`src/rtl/uart_rx_pkg.sv`:
```
package uart_rx_pkg;

  // Error flags stored alongside each character
  typedef struct packed {
    logic brk;
    logic frm;
    logic par;
  } rxErr_t;

  // Strobes from control to datapath
  typedef struct packed {
    logic push;
    logic pop;
    logic clrErr;
    logic ovrEvt;
  } rxStrb_t;

  // Mode register 1 field positions
  localparam int M1_RXRTS   = 7;
  localparam int M1_IRQSEL  = 6;
  localparam int M1_ERRMODE = 5;
  localparam int M1_PM_HI   = 4;
  localparam int M1_PM_LO   = 3;
  localparam int M1_PT      = 2;
  localparam int M1_BC_HI   = 1;
  localparam int M1_BC_LO   = 0;
  // Mode register 2: transmitter RTS enable
  localparam int M2_TXRTS   = 5;

endpackage

```
`src/rtl/uart_rx_ctrl.sv`:
```
module uart_rx_ctrl
  import uart_rx_pkg::*;
#(
  parameter int MW = 8
) (
  input  logic          clk,
  input  logic          rstN,
  input  logic          charValid,
  input  logic          startBit,
  input  logic          dataRdEn,
  input  logic          modeWrEn,
  input  logic          modeRdEn,
  input  logic [MW-1:0] modeWrData,
  input  logic          cmdRstPtr,
  input  logic          cmdRstErr,
  input  logic          rxRdy,
  input  logic          fifoFull,
  output rxStrb_t       strb,
  output logic [MW-1:0] mode1,
  output logic [MW-1:0] mode2,
  output logic          modePtr,
  output logic [MW-1:0] modeRdData,
  output logic          rtsOut,
  output logic          irqReq
);

  logic modeAccess;
  logic rtsCtrlOn;
  logic rtsHold;

  // Character flow strobes
  always_comb begin
    strb.push   = charValid & ~fifoFull;
    strb.ovrEvt = charValid & fifoFull;
    strb.pop    = dataRdEn & rxRdy;
    strb.clrErr = cmdRstErr;
  end

  // Mode register pair behind one pointer (0 = register 1)
  assign modeAccess = modeWrEn | modeRdEn;
  assign modeRdData = modePtr ? mode2 : mode1;

  always_ff @(posedge clk or negedge rstN) begin
    if (!rstN) begin
      modePtr <= 1'b0;
      mode1   <= '0;
      mode2   <= '0;
    end else begin
      if (modeWrEn) begin
        if (modePtr) mode2 <= modeWrData;
        else         mode1 <= modeWrData;
      end
      if (cmdRstPtr)       modePtr <= 1'b0;
      else if (modeAccess) modePtr <= 1'b1;
    end
  end

  // Receiver flow control: both enables set cancels each other
  assign rtsCtrlOn = mode1[M1_RXRTS] & ~mode2[M2_TXRTS];

  always_ff @(posedge clk or negedge rstN) begin
    if (!rstN) rtsHold <= 1'b0;
    else       rtsHold <= rtsCtrlOn & fifoFull & (startBit | rtsHold);
  end

  assign rtsOut = ~(rtsHold & fifoFull & rtsCtrlOn);

  // Request source select
  assign irqReq = mode1[M1_IRQSEL] ? fifoFull : rxRdy;

endmodule

```
`src/rtl/uart_rx_dp.sv`:
```
module uart_rx_dp
  import uart_rx_pkg::*;
#(
  parameter int DEPTH = 4,
  parameter int DW    = 8
) (
  input  logic          clk,
  input  logic          rstN,
  input  rxStrb_t       strb,
  input  logic [DW-1:0] charData,
  input  rxErr_t        charErr,
  input  logic          errMode,
  output logic [DW-1:0] rxData,
  output logic          rxRdy,
  output logic          fifoFull,
  output rxErr_t        statErr,
  output logic          overrun
);

  localparam int AW = (DEPTH > 1) ? $clog2(DEPTH) : 1;
  localparam int CW = $clog2(DEPTH + 1);
  localparam logic [AW-1:0] LAST = AW'(DEPTH - 1);

  logic [DW-1:0] dataMem [DEPTH];
  rxErr_t        errMem  [DEPTH];
  logic [AW-1:0] wrPtr, rdPtr, rdNext, wrNext;
  logic [CW-1:0] count;
  rxErr_t        headErr, arriveErr, errAcc;

  // Pointer increment: free wrap for powers of two, compare otherwise
  generate
    if ((DEPTH & (DEPTH - 1)) == 0) begin : g_wrapPow2
      assign rdNext = rdPtr + 1'b1;
      assign wrNext = wrPtr + 1'b1;
    end else begin : g_wrapCmp
      assign rdNext = (rdPtr == LAST) ? '0 : rdPtr + 1'b1;
      assign wrNext = (wrPtr == LAST) ? '0 : wrPtr + 1'b1;
    end
  endgenerate

  always_ff @(posedge clk or negedge rstN) begin
    if (!rstN) begin
      for (int i = 0; i < DEPTH; i++) begin
        dataMem[i] <= '0;
        errMem[i]  <= '0;
      end
    end else if (strb.push) begin
      dataMem[wrPtr] <= charData;
      errMem[wrPtr]  <= charErr;
    end
  end

  always_ff @(posedge clk or negedge rstN) begin
    if (!rstN) begin
      wrPtr <= '0;
      rdPtr <= '0;
      count <= '0;
    end else begin
      if (strb.push) wrPtr <= wrNext;
      if (strb.pop)  rdPtr <= rdNext;
      count <= count + CW'(strb.push) - CW'(strb.pop);
    end
  end

  assign rxRdy    = (count != '0);
  assign fifoFull = (count == CW'(DEPTH));
  assign rxData   = dataMem[rdPtr];
  assign headErr  = rxRdy ? errMem[rdPtr] : '0;

  // Flags of the character that becomes the head this cycle
  always_comb begin
    arriveErr = '0;
    if (strb.pop && count > CW'(1))
      arriveErr = errMem[rdNext];
    else if (strb.push && (count == '0 || (strb.pop && count == CW'(1))))
      arriveErr = charErr;
  end

  always_ff @(posedge clk or negedge rstN) begin
    if (!rstN) begin
      errAcc  <= '0;
      overrun <= 1'b0;
    end else begin
      errAcc  <= (strb.clrErr ? rxErr_t'('0) : errAcc) | arriveErr;
      overrun <= (strb.clrErr ? 1'b0 : overrun) | strb.ovrEvt;
    end
  end

  assign statErr = errMode ? errAcc : headErr;

endmodule

```
`src/rtl/uart_rx_status.sv`:
```
module uart_rx_status
  import uart_rx_pkg::*;
#(
  parameter int DEPTH = 4,
  parameter int DW    = 8
) (
  input  logic          clk,
  input  logic          rstN,
  input  logic          charValid,
  input  logic          startBit,
  input  logic [DW-1:0] charData,
  input  logic          charBreak,
  input  logic          charFrameErr,
  input  logic          charParityErr,
  input  logic          dataRdEn,
  output logic [DW-1:0] rxData,
  input  logic          modeWrEn,
  input  logic          modeRdEn,
  input  logic [7:0]    modeWrData,
  output logic [7:0]    modeRdData,
  input  logic          cmdRstPtr,
  input  logic          cmdRstErr,
  output logic          rxRdy,
  output logic          fifoFull,
  output logic          statBreak,
  output logic          statFrameErr,
  output logic          statParityErr,
  output logic          overrun,
  output logic          irqReq,
  output logic          rtsOut,
  output logic [1:0]    cfgParityMode,
  output logic          cfgParityOdd,
  output logic [1:0]    cfgCharBits
);

  rxStrb_t    strb;
  rxErr_t     charErr, statErr;
  logic [7:0] mode1, mode2;
  logic       modePtr;

  assign charErr = '{brk: charBreak, frm: charFrameErr, par: charParityErr};

  uart_rx_ctrl #(.MW(8)) u_ctrl (
    .clk(clk), .rstN(rstN),
    .charValid(charValid), .startBit(startBit), .dataRdEn(dataRdEn),
    .modeWrEn(modeWrEn), .modeRdEn(modeRdEn), .modeWrData(modeWrData),
    .cmdRstPtr(cmdRstPtr), .cmdRstErr(cmdRstErr),
    .rxRdy(rxRdy), .fifoFull(fifoFull),
    .strb(strb), .mode1(mode1), .mode2(mode2), .modePtr(modePtr),
    .modeRdData(modeRdData), .rtsOut(rtsOut), .irqReq(irqReq)
  );

  uart_rx_dp #(.DEPTH(DEPTH), .DW(DW)) u_dp (
    .clk(clk), .rstN(rstN), .strb(strb),
    .charData(charData), .charErr(charErr), .errMode(mode1[M1_ERRMODE]),
    .rxData(rxData), .rxRdy(rxRdy), .fifoFull(fifoFull),
    .statErr(statErr), .overrun(overrun)
  );

  assign statBreak     = statErr.brk;
  assign statFrameErr  = statErr.frm;
  assign statParityErr = statErr.par;
  assign cfgParityMode = mode1[M1_PM_HI:M1_PM_LO];
  assign cfgParityOdd  = mode1[M1_PT];
  assign cfgCharBits   = mode1[M1_BC_HI:M1_BC_LO];

endmodule

```
`config.mk`:
```
export PLATFORM = sky130hd
export DESIGN_NAME = uart_rx_status
export DESIGN_NICKNAME = d
export VERILOG_FILES = /design/src/rtl/uart_rx_pkg.sv /design/src/rtl/uart_rx_ctrl.sv /design/src/rtl/uart_rx_dp.sv /design/src/rtl/uart_rx_status.sv
export SDC_FILE = /design/constraint.sdc
export NUM_CORES = 1
export LEC_CHECK = 0
export BUFFER_PORTS_ARGS = -buffer_cell sky130_fd_sc_hd__buf_2
export CAP_MARGIN = 15
export CORE_MARGIN = 2
export CORE_UTILIZATION = 40
export DETAILED_ROUTE_END_ITERATION = 10
export PLACE_DENSITY = 0.72
export SKIP_LAST_GASP = 1
export SYNTH_ARGS = -nofsm -noshare
export SYNTH_HDL_FRONTEND = slang
export SYNTH_HIERARCHICAL = 1
export SYNTH_SLANG_ARGS = --single-unit
```
`constraint.sdc`:
```
create_clock -name clk -period 2.3 [get_ports clk]
set_input_delay 0.23 -clock clk [delete_from_list [all_inputs] [get_ports clk]]
set_output_delay 0.23 -clock clk [all_outputs]
set_load 0.01 [all_outputs]
```
==> results_dict.tcl, run 1 <==
set metrics [dict create \
    outcome "finished clean" \
    hold_depth 2 \
    grt_overflow_total 0 \
    ctsHoldBuffers 1 \
    seq_area_frac_synth 0.532 \
    syn-cell-area_mm2 0.00343 \
    maxCapViolations 0 \
    path_buf_inv 1 \
    required_ps 2530 \
    critPathMaxStageDelay_ps 410 \
    hp-start "cmdRstPtr" \
    hold_viol 0 \
    vdd_drop_max_v 0.000810 \
    crit_slowest_cell "dfrtp_1" \
    r2r_slack_ps 210 \
    worst_pin_slew_ps 491 \
    total_power_w 0.00567 \
    h-tree-depth 3 \
    grt_max_degree 39 \
    avgSynthCellArea_um2 14.9 \
    ys_types 30 \
    synth_nets 267 \
    drc 0 \
    pre_cts_ws_ps 255 \
    cts_buffers 9 \
    top_usage_layer "met2" \
    root_buffer "clkbuf_8" \
    antenna_cells 0 \
    synthCells 230 \
    slew_headroom 0.672 \
    synth_area_leader_cell "dfrtp_1" \
    rr_endpoint "u_dp/count[2]" \
    routabilityCongestion 0.822 \
    grt_pass1_vias 2267 \
    cts_tree "yes" \
    hold_end "u_ctrl/modePtr" \
    ys_ff_latch 73 \
    r2r-start "u_dp/count[1]" \
    skew_ps 11.2 \
    tns_ps 0 \
    portBuffers 56 \
    power.density_mw_per_mm2 1370 \
    dp_hpwl_mm 4.63 \
    postPlaceCellArea_mm2 0.00388 \
    wl_per_cell_um 16.0 \
    start_util 0.416 \
    io_pins 57 \
    synth_top_area_share 0.532 \
    cts_sinks 73 \
    grt_use_met3 0.0535 \
    drt_first_pass_iters 4 \
    antenna_found_initial 0 \
    drive_gt1_frac 0.538 \
    max_freq_mhz 479 \
    dp.cells 393 \
    cts_resized 0 \
    hp-class "in2reg" \
    cts_buffer_depth 2 \
    instances_no_fill 410 \
    path_class "reg2reg" \
    drt-total-wl_mm 6.58 \
    grt_first_pass_wirelength_mm 11.6 \
    die_area_mm2 0.00934 \
    end_kind "flip-flop" \
    async_reset_ff_frac 1.00 \
    timing.final.ws_setup_ps 211 \
    avgViaCountPerCell 5.13 \
    fp.coreArea_mm2 0.00826 \
    vias 2103 \
    clk_pin_slew_ps 70 \
    synth_edf_count 0 \
    detail-route-antenna-nets 0 \
    synthFlopType "dfrtp_1" \
    track_usage 0.155 \
    die_h_um 96.7 \
    nNetsFinal 337 \
    clk_latency_ps 340 \
    grt_setup_unrepaired "no" \
    p_leak_nw 1.88 \
    slew_violations 0 \
    post_cts_buffers 0 \
    die_w_um 96.7 \
    rows 33 \
    use_met2 0.232 \
    area_growth_pct 20.3 \
    fin_crit_ps 2090 \
    yosys-top-cells-area "dfrtp_1 53%, mux2_2 20%, mux4_2 9.2%" \
    grt_use_met1 0.216 \
    start_kind "flip-flop" \
    crit_fanout 8 \
    worst_path_most_repeated_cell "ha_1" \
    reg2reg_depth 8 \
    synth_warnings 6 \
    finalSetupViolCount 0 \
    worstPathCellList "nor2_1 -> nand2_1 -> and2_1 -> ha_1 -> inv_1 -> ha_1 -> fa_1 -> xnor2_1" \
    critPathTopFamily "adder cells" \
    drt_iter0_drc 86 \
    arrival_ps 2320 \
    finish.instance_area_mm2 0.00413 \
    period_share 0.908 \
]
cells in the mapped netlist, types with 6 or more instances:
cell	count
buf_2	8
mux2_1	8
ha_1	8
inv_1	11
mux4_2	14
mux2_2	61
nand4_1	6
dfrtp_1	73
nand2_1	7
layer usage:
metal  routed length (µm)  up-vias
met2                 2990       62
met4                   40        0
met1                 3170     1058
met5                    0        -
met3                  383        5
li1                     -      978
worst max path at each step:
stage	from	endpoint	slack, ps	cells after the start
3_5_place_dp	u_dp/count[1]	u_dp/count[2]	250	8
3_3_place_gp	u_dp/count[1]	u_dp/count[2]	310	8
2_1_floorplan	u_dp/count[1]	u_dp/count[2]	200	8
6_report	u_dp/count[1]	u_dp/count[2]	210	8
4_1_cts	u_dp/count[1]	u_dp/count[2]	200	8
5_1_grt	u_dp/count[1]	u_dp/count[2]	40	8
layout make-up:
type	instances	area, µm²
Timing Repair Buffer	71	395
Tap cell	105	131
Clock buffer	11	141
Fill cell	737	4130
Inverter	11	41.3
Clock inverter	5	103
Sequential cell	73	1830
Multi-Input combinational cell	134	1490
power by group:
part / leakage, nW / internal [W] / switching [W]
Clock: 0.120 / 0.000749 / 0.000456
Sequential: 0.870 / 0.00183 / 0.000319
Combinational: 0.894 / 0.00133 / 0.000982
through the flow:
step / hold WS [ps] / utilization
finish: 41.7 / 0.500
global route: 20.3 / 0.500
CTS: 24.5 / 0.500
detailed placement: 307 / 0.470
global placement: 302 / 0.470
floorplan: -65.6 / -
cells by family (layout without fill, tap and decap cells):
logic type / after synthesis / after routing / share of synthesized area
mux: 83 / 83 / 0.318
buf+inv: 23 / 98 / 0.0335
fa+ha+maj: 9 / 9 / 0.0350
xor+xnor: 4 / 4 / 0.0102
flops: 73 / 73 / 0.532
compound gates: 10 / 10 / 0.0233
simple gates: 28 / 28 / 0.0481
cells in the final DEF (no fill, tap or decap), types with 2 or more instances in the layout:
cell	netlist	layout
dfrtp_1	73	73
mux2_2	61	61
buf_2	8	56
buf_4	3	14
mux4_2	14	14
inv_1	11	11
clkbuf_8	0	10
mux2_1	8	8
ha_1	8	8
nand2_1	7	7
nand4_1	6	6
bufinv_16	0	3
nor2_1	3	3
o221ai_1	3	3
a22o_1	3	3
nor2b_1	2	2
and2_1	2	2
nor3_1	2	2
xnor2_1	2	2
xor2_1	2	2
flip-flops by register name, summed over array words and instances (netlist names):
| name | flops |
|---|---|
| u_ctrl/mode1 | 8 |
| u_ctrl/mode2 | 8 |
| u_ctrl/modePtr | 1 |
| u_ctrl/rtsHold | 1 |
| u_dp/count | 3 |
| u_dp/dataMem | 32 |
| u_dp/errAcc | 3 |
| u_dp/errMem | 12 |
| u_dp/overrun | 1 |
| u_dp/rdPtr | 2 |
| u_dp/wrPtr | 2 |
(Power assumes the default switching activity.)
==> inputs of run 2 (changes only) <==
Settings changed: CORE_UTILIZATION 40 to 55, PLACE_DENSITY 0.72 to 0.9.
==> run 2 against run 1 <==
Against the previous run: utilization is 18 points higher; combinational power about the same; cell count fell by 7.8%; sequential cell count unchanged; non-clock buffer count decreased by 1; power rose by 0.40%; setup slack lost 2.3 ps; clock skew fell by 4.1 ps; wire length increased by 1.8%; critical endpoint is now statParityErr.
==> results_dict.tcl, run 2 (synthesis gave the netlist of run 1 again) <==
set metrics [dict create \
    period_share 0.909 \
    routabilityCongestion 0.787 \
    outcome "finished clean" \
    layout_commonest_cell "dfrtp_1" \
    cts_resized 0 \
    arrival_ps 1860 \
    reg.largest.list "u_dp/dataMem x32, u_dp/errMem x12" \
    max_freq_mhz 478 \
    nNetsFinal 336 \
    layout_common_cells "73 x dfrtp_1, 61 x mux2_2, 56 x buf_2" \
    antenna_cells 0 \
    avgViaCountPerCell 5.61 \
    crit_fanout 9 \
    rows 28 \
    drt_first_pass_iters 4 \
    slew_headroom 0.624 \
    start_kind "flip-flop" \
    largest-register "u_dp/dataMem" \
    fp.coreArea_mm2 0.00599 \
    path_class "reg2out" \
    clk_latency_ps 340 \
    skew_ps 7.09 \
    start_util 0.573 \
    cts_tree "yes" \
    finalSetupViolCount 0 \
    ctsHoldBuffers 1 \
    largest_reg_flops 32 \
    maxCapViolations 0 \
    fin_hold_ws_ps 30.2 \
    clk_pin_slew_ps 70 \
    post_cts_buffers 0 \
    required_ps 2070 \
    h-tree-depth 3 \
    grt_overflow_total 0 \
    power.density_mw_per_mm2 1390 \
    antenna_found_initial 0 \
    hp-start "cmdRstPtr" \
    drt-total-wl_mm 6.70 \
    cts_buffers 9 \
    wl_per_cell_um 17.7 \
    die_area_mm2 0.00689 \
    tns_ps 0 \
    hp-class "in2reg" \
    slew_violations 0 \
    cts_buffer_depth 2 \
    worst_pin_slew_ps 564 \
    total_power_w 0.00569 \
    grt_max_degree 29 \
    rr_endpoint "u_dp/count[2]" \
    hold_end "u_ctrl/modePtr" \
    r2r_slack_ps 220 \
    timing.final.ws_setup_ps 209 \
    fin_crit_ps 2090 \
    dp_hpwl_mm 4.70 \
    track_usage 0.208 \
    post-route-util 0.684 \
    detail-route-antenna-nets 0 \
    drc 0 \
    cts_sinks 73 \
    portBuffers 56 \
    hold_depth 2 \
    vias 2121 \
    die_h_um 83.0 \
    drt_iter0_drc 126 \
    drive_gt1_frac 0.538 \
    reg2reg_depth 8 \
    r2r-start "u_dp/count[1]" \
    io_pins 57 \
    grt_setup_unrepaired "no" \
    pre_cts_ws_ps 247 \
    area_growth_pct 19.3 \
    p_leak_nw 1.89 \
    vdd_drop_max_v 0.000814 \
    grt_first_pass_wirelength_mm 11.1 \
    end_kind "primary output" \
    die_w_um 83.0 \
    hold_viol 0 \
    grt_pass1_vias 2245 \
    root_buffer "clkbuf_8" \
]
## run 2: changes by cell type in the layout (fill, tap and decap cells not counted), sizes merged
cell,delta
clkbuf,-1
clkinvlp,-1
clkinv,+1
buf,-1
## run 2: worst max path at each step
stage	from	to	cells past startpoint	slack, ps
floorplan	u_dp/count[1]	u_dp/count[2]	8	200
global placement	u_dp/count[1]	u_dp/count[2]	8	330
detailed placement	u_dp/count[1]	u_dp/count[2]	8	250
CTS	u_dp/rdPtr[1]	statParityErr	3	180
global route	u_dp/rdPtr[1]	statParityErr	3	90
finish	u_dp/rdPtr[1]	statParityErr	3	210
## run 2: metrics by stage
stage | instance area, µm² | cells
floorplan | 3430 | 230
detailed placement | 3840 | 362
CTS | 4100 | 378
finish | 4100 | 378
global route | 4100 | 378
global placement | 3840 | 362
## run 2: layer usage
metal | global-route usage | vias to the layer above | part of all wire
met2 | 0.340 | 70 | 0.49
met3 | 0.0656 | 12 | 0.059
met4 | 0.0700 | 0 | 0.018
met5 | 0 | - | 0
li1 | - | 970 | -
met1 | 0.265 | 1069 | 0.43
## run 2: final cells by class
cell class	count	area, µm²
Clock buffer	10	138
Clock inverter	5	104
Fill cell	435	1890
Inverter	11	41.3
Multi-Input combinational cell	134	1490
Sequential cell	73	1830
Tap cell	75	93.8
Timing Repair Buffer	70	400
## run 2: worst max-delay path, stage by stage (launching register included)
cell and delay (ps):
dfrtp_1 600, mux4_2 560, a22o_1 220, buf_2 140
## run 2: report_power, final
part / switching [W] / internal (W) / leakage [nW] / total [W]
sequential: 0.000358 / 0.00183 / 0.870 / 0.00219
clock: 0.000465 / 0.000744 / 0.122 / 0.00121
combinational: 0.000966 / 0.00133 / 0.894 / 0.00229
total: 0.00179 / 0.00390 / 1.89 / 0.00569
